==> config.mk <==
export PLATFORM = sky130hd
export DESIGN_NAME = vic_top
export DESIGN_NICKNAME = d
export VERILOG_FILES = /design/src/rtl/vic_pkg.sv /design/src/rtl/vic_regs.sv /design/src/rtl/vic_classify.sv /design/src/rtl/vic_prio.sv /design/src/rtl/vic_top.sv
export SDC_FILE = /design/constraint.sdc
export NUM_CORES = 2
export LEC_CHECK = 0
export BUFFER_PORTS_ARGS = -buffer_cell sky130_fd_sc_hd__buf_4
export CORE_ASPECT_RATIO = 1.4
export CORE_UTILIZATION = 42
export CTS_CLUSTER_SIZE = 24
export DETAILED_ROUTE_END_ITERATION = 10
export HOLD_SLACK_MARGIN = 0.05
export SLEW_MARGIN = 20
export SYNTH_ARGS = -nofsm -noshare
export SYNTH_HDL_FRONTEND = slang
export SYNTH_HIERARCHICAL = 1
export SYNTH_SLANG_ARGS = --single-unit
==> constraint.sdc <==
create_clock -name clk_i -period 4.9 [get_ports clk_i]
set_input_delay 0 -clock clk_i [delete_from_list [all_inputs] [get_ports clk_i]]
set_output_delay 0 -clock clk_i [all_outputs]
set_load 0.005 [all_outputs]
==> src/rtl/vic_pkg.sv <==
package vic_pkg;
  localparam int unsigned ADDR_W = 7;

  localparam logic [ADDR_W-1:0] OFF_STAT_FAST = 7'h00;
  localparam logic [ADDR_W-1:0] OFF_STAT_NORM = 7'h01;
  localparam logic [ADDR_W-1:0] OFF_RAW       = 7'h02;
  localparam logic [ADDR_W-1:0] OFF_CLASS     = 7'h03;
  localparam logic [ADDR_W-1:0] OFF_EN_SET    = 7'h04;
  localparam logic [ADDR_W-1:0] OFF_EN_CLR    = 7'h05;
  localparam logic [ADDR_W-1:0] OFF_SWI_SET   = 7'h06;
  localparam logic [ADDR_W-1:0] OFF_SWI_CLR   = 7'h07;
  localparam logic [ADDR_W-1:0] OFF_VEC       = 7'h08;
  localparam logic [ADDR_W-1:0] OFF_DEF       = 7'h09;

  // slot windows: [6:5]==2'b10 handler address, 2'b11 control
  localparam logic [1:0] WIN_SLOT_ADDR = 2'b10;
  localparam logic [1:0] WIN_SLOT_CTRL = 2'b11;
endpackage

==> src/rtl/vic_regs.sv <==
module vic_regs
  import vic_pkg::*;
#(
  parameter int unsigned N_SRC  = 19,
  parameter int unsigned N_SLOT = 16,
  parameter int unsigned SRC_W  = 5,
  parameter int unsigned DATA_W = 32
) (
  input  logic                           clk_i,
  input  logic                           rst_ni,
  input  logic                           wr_en_i,
  input  logic [ADDR_W-1:0]              addr_i,
  input  logic [DATA_W-1:0]              wdata_i,
  output logic [N_SRC-1:0]               en_o,
  output logic [N_SRC-1:0]               swi_o,
  output logic [N_SRC-1:0]               fast_o,
  output logic [N_SLOT-1:0][SRC_W-1:0]   slot_src_o,
  output logic [N_SLOT-1:0]              slot_en_o,
  output logic [N_SLOT-1:0][DATA_W-1:0]  slot_addr_o,
  output logic [DATA_W-1:0]              def_addr_o
);
  logic [N_SRC-1:0] en_q, swi_q, fast_q;
  logic [DATA_W-1:0] def_q;
  logic [N_SRC-1:0] wbits;

  assign wbits = wdata_i[N_SRC-1:0];

  always_ff @(posedge clk_i or negedge rst_ni) begin
    if (!rst_ni) begin
      en_q   <= '0;
      swi_q  <= '0;
      fast_q <= '0;
      def_q  <= '0;
    end else if (wr_en_i) begin
      case (addr_i)
        OFF_CLASS:   fast_q <= wbits;
        OFF_EN_SET:  en_q   <= en_q | wbits;
        OFF_EN_CLR:  en_q   <= en_q & ~wbits;
        OFF_SWI_SET: swi_q  <= swi_q | wbits;
        OFF_SWI_CLR: swi_q  <= swi_q & ~wbits;
        OFF_DEF:     def_q  <= wdata_i;
        default: ;
      endcase
    end
  end

  for (genvar k = 0; k < N_SLOT; k++) begin : g_slot
    logic [SRC_W-1:0]  src_q;
    logic              sen_q;
    logic [DATA_W-1:0] adr_q;
    logic hit_adr, hit_ctl;

    assign hit_adr = wr_en_i && (addr_i[6:5] == WIN_SLOT_ADDR) && (addr_i[4:0] == 5'(k));
    assign hit_ctl = wr_en_i && (addr_i[6:5] == WIN_SLOT_CTRL) && (addr_i[4:0] == 5'(k));

    always_ff @(posedge clk_i or negedge rst_ni) begin
      if (!rst_ni) begin
        src_q <= '0;
        sen_q <= 1'b0;
        adr_q <= '0;
      end else begin
        if (hit_adr) adr_q <= wdata_i;
        if (hit_ctl) begin
          src_q <= wdata_i[SRC_W-1:0];
          sen_q <= wdata_i[SRC_W];
        end
      end
    end

    assign slot_src_o[k]  = src_q;
    assign slot_en_o[k]   = sen_q;
    assign slot_addr_o[k] = adr_q;
  end

  assign en_o       = en_q;
  assign swi_o      = swi_q;
  assign fast_o     = fast_q;
  assign def_addr_o = def_q;

  p_en_set_r2: assert property (@(posedge clk_i) disable iff (!rst_ni)
    (wr_en_i && addr_i == OFF_EN_SET) |=> ((en_q & $past(wbits)) == $past(wbits)));
  p_en_clr_r2: assert property (@(posedge clk_i) disable iff (!rst_ni)
    (wr_en_i && addr_i == OFF_EN_CLR) |=> ((en_q & $past(wbits)) == '0));
  p_swi_set_r3: assert property (@(posedge clk_i) disable iff (!rst_ni)
    (wr_en_i && addr_i == OFF_SWI_SET) |=> ((swi_q & $past(wbits)) == $past(wbits)));
  p_swi_clr_r3: assert property (@(posedge clk_i) disable iff (!rst_ni)
    (wr_en_i && addr_i == OFF_SWI_CLR) |=> ((swi_q & $past(wbits)) == '0));
endmodule

==> src/rtl/vic_classify.sv <==
module vic_classify #(
  parameter int unsigned N_SRC = 19,
  parameter int unsigned SW_CH = 1
) (
  input  logic [N_SRC-1:0] irq_src_i,
  input  logic [N_SRC-1:0] swi_i,
  input  logic [N_SRC-1:0] en_i,
  input  logic [N_SRC-1:0] fast_i,
  output logic [N_SRC-1:0] raw_o,
  output logic [N_SRC-1:0] fast_stat_o,
  output logic [N_SRC-1:0] norm_stat_o,
  output logic             fiq_o,
  output logic             irq_o
);
  // channel SW_CH has no hardware source
  localparam logic [N_SRC-1:0] HW_MASK = ~(N_SRC'(1) << SW_CH);

  logic [N_SRC-1:0] masked;

  assign raw_o       = (irq_src_i & HW_MASK) | swi_i;
  assign masked      = raw_o & en_i;
  assign fast_stat_o = masked & fast_i;
  assign norm_stat_o = masked & ~fast_i;
  assign fiq_o       = |fast_stat_o;
  assign irq_o       = |norm_stat_o;
endmodule

==> src/rtl/vic_prio.sv <==
module vic_prio #(
  parameter int unsigned N_SRC  = 19,
  parameter int unsigned N_SLOT = 16,
  parameter int unsigned SRC_W  = 5,
  parameter int unsigned DATA_W = 32,
  localparam int unsigned IDX_W = (N_SLOT > 1) ? $clog2(N_SLOT) : 1,
  localparam int unsigned EXT_W = 1 << SRC_W
) (
  input  logic [N_SRC-1:0]               norm_stat_i,
  input  logic [N_SLOT-1:0][SRC_W-1:0]   slot_src_i,
  input  logic [N_SLOT-1:0]              slot_en_i,
  input  logic [N_SLOT-1:0][DATA_W-1:0]  slot_addr_i,
  input  logic [DATA_W-1:0]              def_addr_i,
  output logic [DATA_W-1:0]              vec_addr_o,
  output logic                           hit_o,
  output logic [IDX_W-1:0]               hit_idx_o
);
  // out-of-range source numbers land on zero bits
  logic [EXT_W-1:0]  stat_ext;
  logic [N_SLOT-1:0] match;

  assign stat_ext = {{(EXT_W-N_SRC){1'b0}}, norm_stat_i};

  for (genvar k = 0; k < N_SLOT; k++) begin : g_match
    assign match[k] = slot_en_i[k] && stat_ext[slot_src_i[k]];
  end

  always_comb begin
    hit_o     = 1'b0;
    hit_idx_o = '0;
    for (int k = N_SLOT - 1; k >= 0; k--) begin
      if (match[k]) begin
        hit_o     = 1'b1;
        hit_idx_o = IDX_W'(k);
      end
    end
  end

  assign vec_addr_o = hit_o ? slot_addr_i[hit_idx_o] : def_addr_i;
endmodule

==> src/rtl/vic_top.sv <==
module vic_top
  import vic_pkg::*;
#(
  parameter int unsigned N_SRC  = 19,
  parameter int unsigned N_SLOT = 16,
  parameter int unsigned SW_CH  = 1,
  parameter int unsigned DATA_W = 32,
  localparam int unsigned SRC_W = $clog2(N_SRC),
  localparam int unsigned IDX_W = (N_SLOT > 1) ? $clog2(N_SLOT) : 1,
  localparam int unsigned EXT_W = 1 << SRC_W
) (
  input  logic              clk_i,
  input  logic              rst_ni,
  input  logic [N_SRC-1:0]  irq_src_i,
  input  logic              wr_en_i,
  input  logic [ADDR_W-1:0] addr_i,
  input  logic [DATA_W-1:0] wdata_i,
  output logic [DATA_W-1:0] rdata_o,
  output logic              fiq_o,
  output logic              irq_o
);
  logic [N_SRC-1:0]              en_q, swi_q, fast_q;
  logic [N_SLOT-1:0][SRC_W-1:0]  slot_src_q;
  logic [N_SLOT-1:0]             slot_en_q;
  logic [N_SLOT-1:0][DATA_W-1:0] slot_addr_q;
  logic [DATA_W-1:0]             def_addr_q;
  logic [N_SRC-1:0]              raw, fast_stat, norm_stat;
  logic [DATA_W-1:0]             vec_addr;
  logic                          vec_hit;
  logic [IDX_W-1:0]              hit_idx;

  vic_regs #(.N_SRC(N_SRC), .N_SLOT(N_SLOT), .SRC_W(SRC_W), .DATA_W(DATA_W)) u_regs (
    .clk_i, .rst_ni, .wr_en_i, .addr_i, .wdata_i,
    .en_o(en_q), .swi_o(swi_q), .fast_o(fast_q),
    .slot_src_o(slot_src_q), .slot_en_o(slot_en_q),
    .slot_addr_o(slot_addr_q), .def_addr_o(def_addr_q)
  );

  vic_classify #(.N_SRC(N_SRC), .SW_CH(SW_CH)) u_class (
    .irq_src_i, .swi_i(swi_q), .en_i(en_q), .fast_i(fast_q),
    .raw_o(raw), .fast_stat_o(fast_stat), .norm_stat_o(norm_stat),
    .fiq_o, .irq_o
  );

  vic_prio #(.N_SRC(N_SRC), .N_SLOT(N_SLOT), .SRC_W(SRC_W), .DATA_W(DATA_W)) u_prio (
    .norm_stat_i(norm_stat), .slot_src_i(slot_src_q), .slot_en_i(slot_en_q),
    .slot_addr_i(slot_addr_q), .def_addr_i(def_addr_q),
    .vec_addr_o(vec_addr), .hit_o(vec_hit), .hit_idx_o(hit_idx)
  );

  function automatic logic [DATA_W-1:0] zx(input logic [N_SRC-1:0] v);
    return {{(DATA_W-N_SRC){1'b0}}, v};
  endfunction

  logic [4:0] win_idx;
  assign win_idx = addr_i[4:0];

  always_comb begin
    rdata_o = '0;
    case (addr_i)
      OFF_STAT_FAST:          rdata_o = zx(fast_stat);
      OFF_STAT_NORM:          rdata_o = zx(norm_stat);
      OFF_RAW:                rdata_o = zx(raw);
      OFF_CLASS:              rdata_o = zx(fast_q);
      OFF_EN_SET, OFF_EN_CLR: rdata_o = zx(en_q);
      OFF_SWI_SET, OFF_SWI_CLR: rdata_o = zx(swi_q);
      OFF_VEC:                rdata_o = vec_addr;
      OFF_DEF:                rdata_o = def_addr_q;
      default: begin
        if (32'(win_idx) < N_SLOT) begin
          if (addr_i[6:5] == WIN_SLOT_ADDR)
            rdata_o = slot_addr_q[win_idx[IDX_W-1:0]];
          else if (addr_i[6:5] == WIN_SLOT_CTRL)
            rdata_o = DATA_W'({slot_en_q[win_idx[IDX_W-1:0]], slot_src_q[win_idx[IDX_W-1:0]]});
        end
      end
    endcase
  end

  logic [N_SRC-1:0] req_any;
  logic [EXT_W-1:0] norm_ext;
  assign req_any  = irq_src_i | swi_q;
  assign norm_ext = {{(EXT_W-N_SRC){1'b0}}, norm_stat};

  p_fiq_masked_r4: assert property (@(posedge clk_i) disable iff (!rst_ni)
    fiq_o |-> |(req_any & en_q & fast_q));
  p_irq_masked_r5: assert property (@(posedge clk_i) disable iff (!rst_ni)
    irq_o |-> |(req_any & en_q & ~fast_q));
  p_hit_active_r6: assert property (@(posedge clk_i) disable iff (!rst_ni)
    vec_hit |-> (irq_o && norm_ext[slot_src_q[hit_idx]]));
  p_default_idle_r7: assert property (@(posedge clk_i) disable iff (!rst_ni)
    !irq_o |-> (vec_addr == def_addr_q));
  p_hit_enabled_r8: assert property (@(posedge clk_i) disable iff (!rst_ni)
    vec_hit |-> (slot_en_q[hit_idx] && 32'(slot_src_q[hit_idx]) < N_SRC));
  p_eos_quiet_r9: assert property (@(posedge clk_i) disable iff (!rst_ni)
    (wr_en_i && addr_i == OFF_VEC) |=>
      ($stable(en_q) && $stable(swi_q) && $stable(fast_q) && $stable(def_addr_q)
       && $stable(slot_en_q) && $stable(slot_src_q)));
endmodule

Word level (Yosys, flattened, before mapping)
Cells that the tools add are included.
- register bits: 697
- output and inout bits: 34
- input port bits: 61
- logic and storage cells: 248
- $lt $le $gt $ge: 19
- reduce and logical (&&, ||, !) cells: 62
- equality and inequality tests: 26
- multiplexer cells: 79
- bitwise logic cells: 10
- operator list (kind ; number):
    $bmux W32 S4 ; 2
    $pmux W32 S8 ; 1
    $mux W32 ; 5
    $lt A5 B6 Y1 const B ; 16
    $and A19 B19 Y19 ; 5
    $bmux W1 S5 ; 16
    $pmux W19 S2 ; 2
    $mux W4 ; 16
    $or A19 B19 Y19 ; 3
    $logic_and A1 B1 Y1 ; 50
    $eq A5 B4 Y1 const B ; 8
    $not A19 Y19 ; 2
    $reduce_or A19 Y1 ; 2
    $mux W1 ; 33
    $eq A7 B3 Y1 const B ; 4
    $bmux W5 S4 ; 1
    $eq A5 B3 Y1 const B ; 4
    $eq A7 B2 Y1 const B ; 2
    $eq A7 B4 Y1 const B ; 2
    $eq A5 B2 Y1 const B ; 2
    $lt A4 B5 Y1 const B ; 2
    $reduce_and A2 Y1 ; 4
    $eq A7 B1 Y1 const B ; 1
    $logic_not A7 Y1 ; 1
    9 further kinds ; 12

Depth between registers and ports, before layout
- depth after elaboration: 26
- gate-level depth with buffers: 21
- gate-level depth less buffers: 18

Hierarchy
Netlist, hierarchy kept.
- modules (own cells, without submodules) (module ; sequential area each (sq um) ; cells an instance ; area each (sq um) ; instances):
    vic_regs ; 17441.7 ; 1675 ; 26857.0 ; 1
    vic_prio ; 0.0 ; 1139 ; 8715.9 ; 1
    vic_top ; 0.0 ; 576 ; 6412.4 ; 1
    vic_classify ; 0.0 ; 88 ; 545.5 ; 1

Worst setup path before layout
No wires, ideal clock.
- kind: flip-flop to output port
- from: reg (tool-made name)
- to: out rdata_o[9]
- required time: 4.900 ns
- slack: 0.449 ns
- cell stages (with the launch flop): 19
- arrival time: 4.451 ns
- path buffers: 2
- cell sequence: dfrtp_1 or2_1 nand2_1 nor2_1 clkbuf_1 mux4_2 or2_2 a21oi_1 o22a_1 and4b_1 o211ai_1 a21oi_2 clkbuf_1 mux2_2 a2111oi_0 a31oi_1 a21oi_1 a21oi_1 or4_1
- RTL lines (what ; RTL line ; text):
    end, declared ; vic_top.sv:18 ; output logic [DATA_W-1:0] rdata_o,

==> summary.md <==
| Metric | Value |
|---|---|
| Outcome | `complete, but fails checks` |
| Failing checks | `setup timing` |
| Final Worst Setup Slack | `-0.838 ns` |
| DP HPWL | `103 mm` |
| Switch Pwr | `0.00571 W` |
| DR iter-0 viols | `3,772` |
| Via count | `34,600` |
| Combinational cell fraction of total power | `0.292` |
| Layout cells sized above 1 | `0.480` |
| Die ar. | `0.103 sq mm` |
| Sw frac | `0.319` |
| Sequential area share after synthesis | `0.410` |
| Mux cell area share after synthesis | `0.354` |
| Post-route setup TNS | `-21.11 ns` |
| FF-to-FF path depth | `4` |
| Slew Viols, Final | `0` |
| Largest family of logic cells by synthesized area | `multiplexers` |
| TritonCTS Buffers | `74` |
| 1st-pass router iterations | `6` |
| CP Capture Type | `output pin` |
| Clock Tree Root | `clkbuf_16` |
| Inst Count DP | `between 4,000 and 5,000` |
| Power Dens Cells | `346 mW/mm^2` |
| IO buf count | `93` |
| Initial antenna violation count | `4` |
| H-tree depth | `3` |
| Crit share post-route | `1.17` |
| Adder-cell share of the synthesized area | `0` |
| Pre-CTS WS | `-0.717 ns` |
| Grt total ovfl | `0` |
| Largest net degree at the start of global routing | `142` |
| Clk pin slew, worst setup/hold paths | `0.07 ns` |
| Final hold vios | `0` |
| Placement Rows | `approximately 140` |
| Area added between synthesis and finish | `21.9%` |
| CTS tree | `yes` |
| Nets@finish | `between 3,000 and 4,000` |
| Post-route ant nets | `0` |
| Bufs on Longest Clock Path | `3` |
| Synth Area in Compound Gates | `0.123` |
| Total GRT Usage | `0.311` |
| Core area | `0.0999 sq mm` |
| Share of power burned in registers | `0.372` |
| CP Cell Sequence | `or2_1, nand2_2, nor2_4, buf_12, mux4_2, or3_4, a41oi_4, o21ai_4, buf_6, a2111o_2, buf_12, o211ai_1, a21oi_2, a2111oi_4, buf_4, a31oi_4, a21oi_2, a21oi_1, or4_4, buf_6` |
| Critical path arrival | `~5.7 ns` |
| Leading area contributor after synthesis | `dfrtp_1` |
| Yosys cell types | `89` |
| Worst Tran Pin Value | `1.21 ns` |
| IO Pins | `95` |
| WP buf/inv | `5` |
| Fillers | `8,648` |
| Xor/xnor share of the synthesized area | `0` |
| Clock Sink Count | `697` |
| Post-synthesis cell count | `3,478` |
| Final clock skew | `0 ns` |
| Post-Syn Nets | `around 3,500` |
| Fin area | `0.0518 sq mm` |
| Pleak | `22.6 nW` |
| Cell Int Power | `0.0122 W` |
| Delay-heaviest family, CP | `compound AO/OA/AOI/OAI gates` |
| Max incr delay on CP | `0.61 ns` |
| Fin cells | `5,135` |
| Largest cells by area after synthesis | `dfrtp_1 41%, mux2_2 19%, mux4_2 11%` |
| Slowest CP cell | `or4_4` |
| Hold Crit Class | `input pin to async pin` |
| Ys flop type | `dfrtp_1` |
| Req. time, crit path | `roughly 4.9 ns` |
| Vias in the first global route | `34,900` |
| RSZ-0062 raised after global routing | `true` |
| Routed vias/inst | `6.73` |
| Post-Synth Simple-Gate Area | `0.0654` |
| Post-synth ARST share | `1.00` |
| RD Place Congestion | `roughly 0.97` |
| CP Class | `register to output pin` |
| Routed wire per std cell | `31.4 um` |
| Mapped cell area | `0.0425 sq mm` |
| Starting Density | `0.426` |
| Post-synth top area share | `0.410` |
| VDD IR-drop max | `0.297 mV` |
| Setup violators final | `32` |
| Placement Cell Area | `0.0464 sq mm` |
| Slew HR | `0.195` |
| Worst setup SP type | `register` |
| Yosys reg bits | `697` |
| Maximum clock rate | `around 170 MHz` |
| Die height | `379 um` |
| Clock power frac | `0.336` |
| Max Cap Viol | `0` |
| Worst-path maximum fanout | `8` |
| Levels on crit path | `20` |
| Post-Route WL | `161 mm` |
| First-pass GRT wire length | `237 mm` |
| Min Tclk post-route | `5.74 ns` |
| Clock Latency Late Sink | `0.68 ns` |
| Number of synthesized flops with an enable pin | `0` |
| Syn_area_per_cell | `roughly 12 sq um` |
| DRC violations left | `0` |
| Synth warnings | `6` |
| Die width | `271 um` |
-- routing by layer --
layer  up-vias  routed length [um]  GRT usage
met3       554               12800     0.0604
met1     18000               60300      0.376
li1      14100                   -          -
met4         6               11100      0.195
met5         -                  28          0
met2      1910               76900      0.508
-- per-stage QoR --
| step | power (W) | utilization | hold slack [ns] |
|---|---|---|---|
| after floorplan | 0.00907 | - | -0.296 |
| after global placement | 0.0110 | 0.465 | 0.107 |
| after detailed placement | 0.0111 | 0.465 | 0.0969 |
| after CTS | 0.0176 | 0.510 | 0.0702 |
| after global routing | 0.0185 | 0.519 | 0.122 |
| final | 0.0179 | 0.519 | 0.109 |
-- registers in the layout, indices dropped and copies added, names as in the netlist, named ones only --
name / cells
u_regs/def_addr_o: 32
u_regs/g_slot.adr_q: 512
u_regs/g_slot.sen_q: 16
u_regs/g_slot.src_q: 80
u_regs/fast_o: 19
-- final timing paths --
kind                                            startpoint                          to  slack, ns
max in group asynchronous                           rst_ni  u_regs/g_slot[9].adr_q[23]       4.00
worst max register to register                    register                    register       3.44
worst min-delay path                                rst_ni   u_regs/g_slot[2].src_q[4]       0.11
min in group clk_i                               addr_i[5]                    register       0.14
worst min register to register  u_regs/g_slot[7].adr_q[24]  u_regs/g_slot[7].adr_q[24]       0.51
worst max-delay path                              register                  rdata_o[9]      -0.84
-- final cells by class --
cell class	count	area, sq um	area share
Sequential cell	697	17400	0.336
Antenna cell	2	5.00	0.0000965
Clock buffer	101	2120	0.0410
Tap cell	1320	1650	0.0319
Inverter	33	130	0.00251
Clock inverter	25	395	0.00763
Multi-Input combinational cell	2361	24500	0.473
Timing Repair Buffer	596	5560	0.107
-- what timing repair did --
item,CTS,global route
pin swaps,75,108
hold buffers,42,0
gates resized for setup,223,140
setup endpoints to repair,32,32
cloned,4,4
endpoints found under the hold margin,867,0
buffers inserted,70,29
-- power by group through the flow --
stage	combinational (W)	sequential (W)	clock [W]
global route	0.00542	0.00673	0.00631
CTS	0.00486	0.00666	0.00611
detailed placement	0.00435	0.00675	0
floorplan	0.00248	0.00659	0
finish	0.00523	0.00667	0.00602
global placement	0.00431	0.00674	0
-- logic make-up (layout without fill, tap and decap cells) --
family,Yosys count,in the layout
compound gates,749,749
flops,697,697
simple gates,467,467
buf+inv,420,755
other cells,0,2
mux,1145,1145
-- synth_stat cells (11+ instances only) --
master       n
clkbuf_1   214
mux2i_1    154
dfrtp_1    697
o22ai_1     23
nor2_1     100
a22oi_1     32
nand4bb_1   12
and3_1      21
inv_1       32
nand3_1     47
o22a_1      18
o211ai_1   226
nand2b_1    13
a31oi_1     43
o31ai_1     23
o41ai_1     16
nor2b_1     22
mux4_2     210
or3_1       14
a221oi_1    31
a21oi_1    166
nand4_1     21
mux2_2     717
buf_6       22
buf_4       41
o21ai_0     60
a2111oi_0   29
or2_1       12
buf_2       86
a41oi_1     11
nand3b_1    16
nand4b_1    20
buf_1       22
mux2_1      64
nand2_1     75
nor3_1      12
-- placed cells by master (no fill, tap or decap), types with 64 or more instances in the layout --
| cell | synthesis | layout |
|---|---|---|
| mux4_2 | 210 | 210 |
| nor2_1 | 100 | 80 |
| clkbuf_16 | 0 | 79 |
| a21oi_1 | 166 | 139 |
| buf_4 | 41 | 451 |
| mux2i_1 | 154 | 153 |
| o211ai_1 | 226 | 226 |
| dfrtp_1 | 697 | 696 |
| mux2_1 | 64 | 64 |
| nand2_1 | 75 | 66 |
| mux2_2 | 717 | 700 |
-- worst min-delay path: stages --
cell and delay (ns):
dlygate4sd3_1 0.56, buf_8 0.26, buf_12 0.35
(Power assumes the default switching activity.)
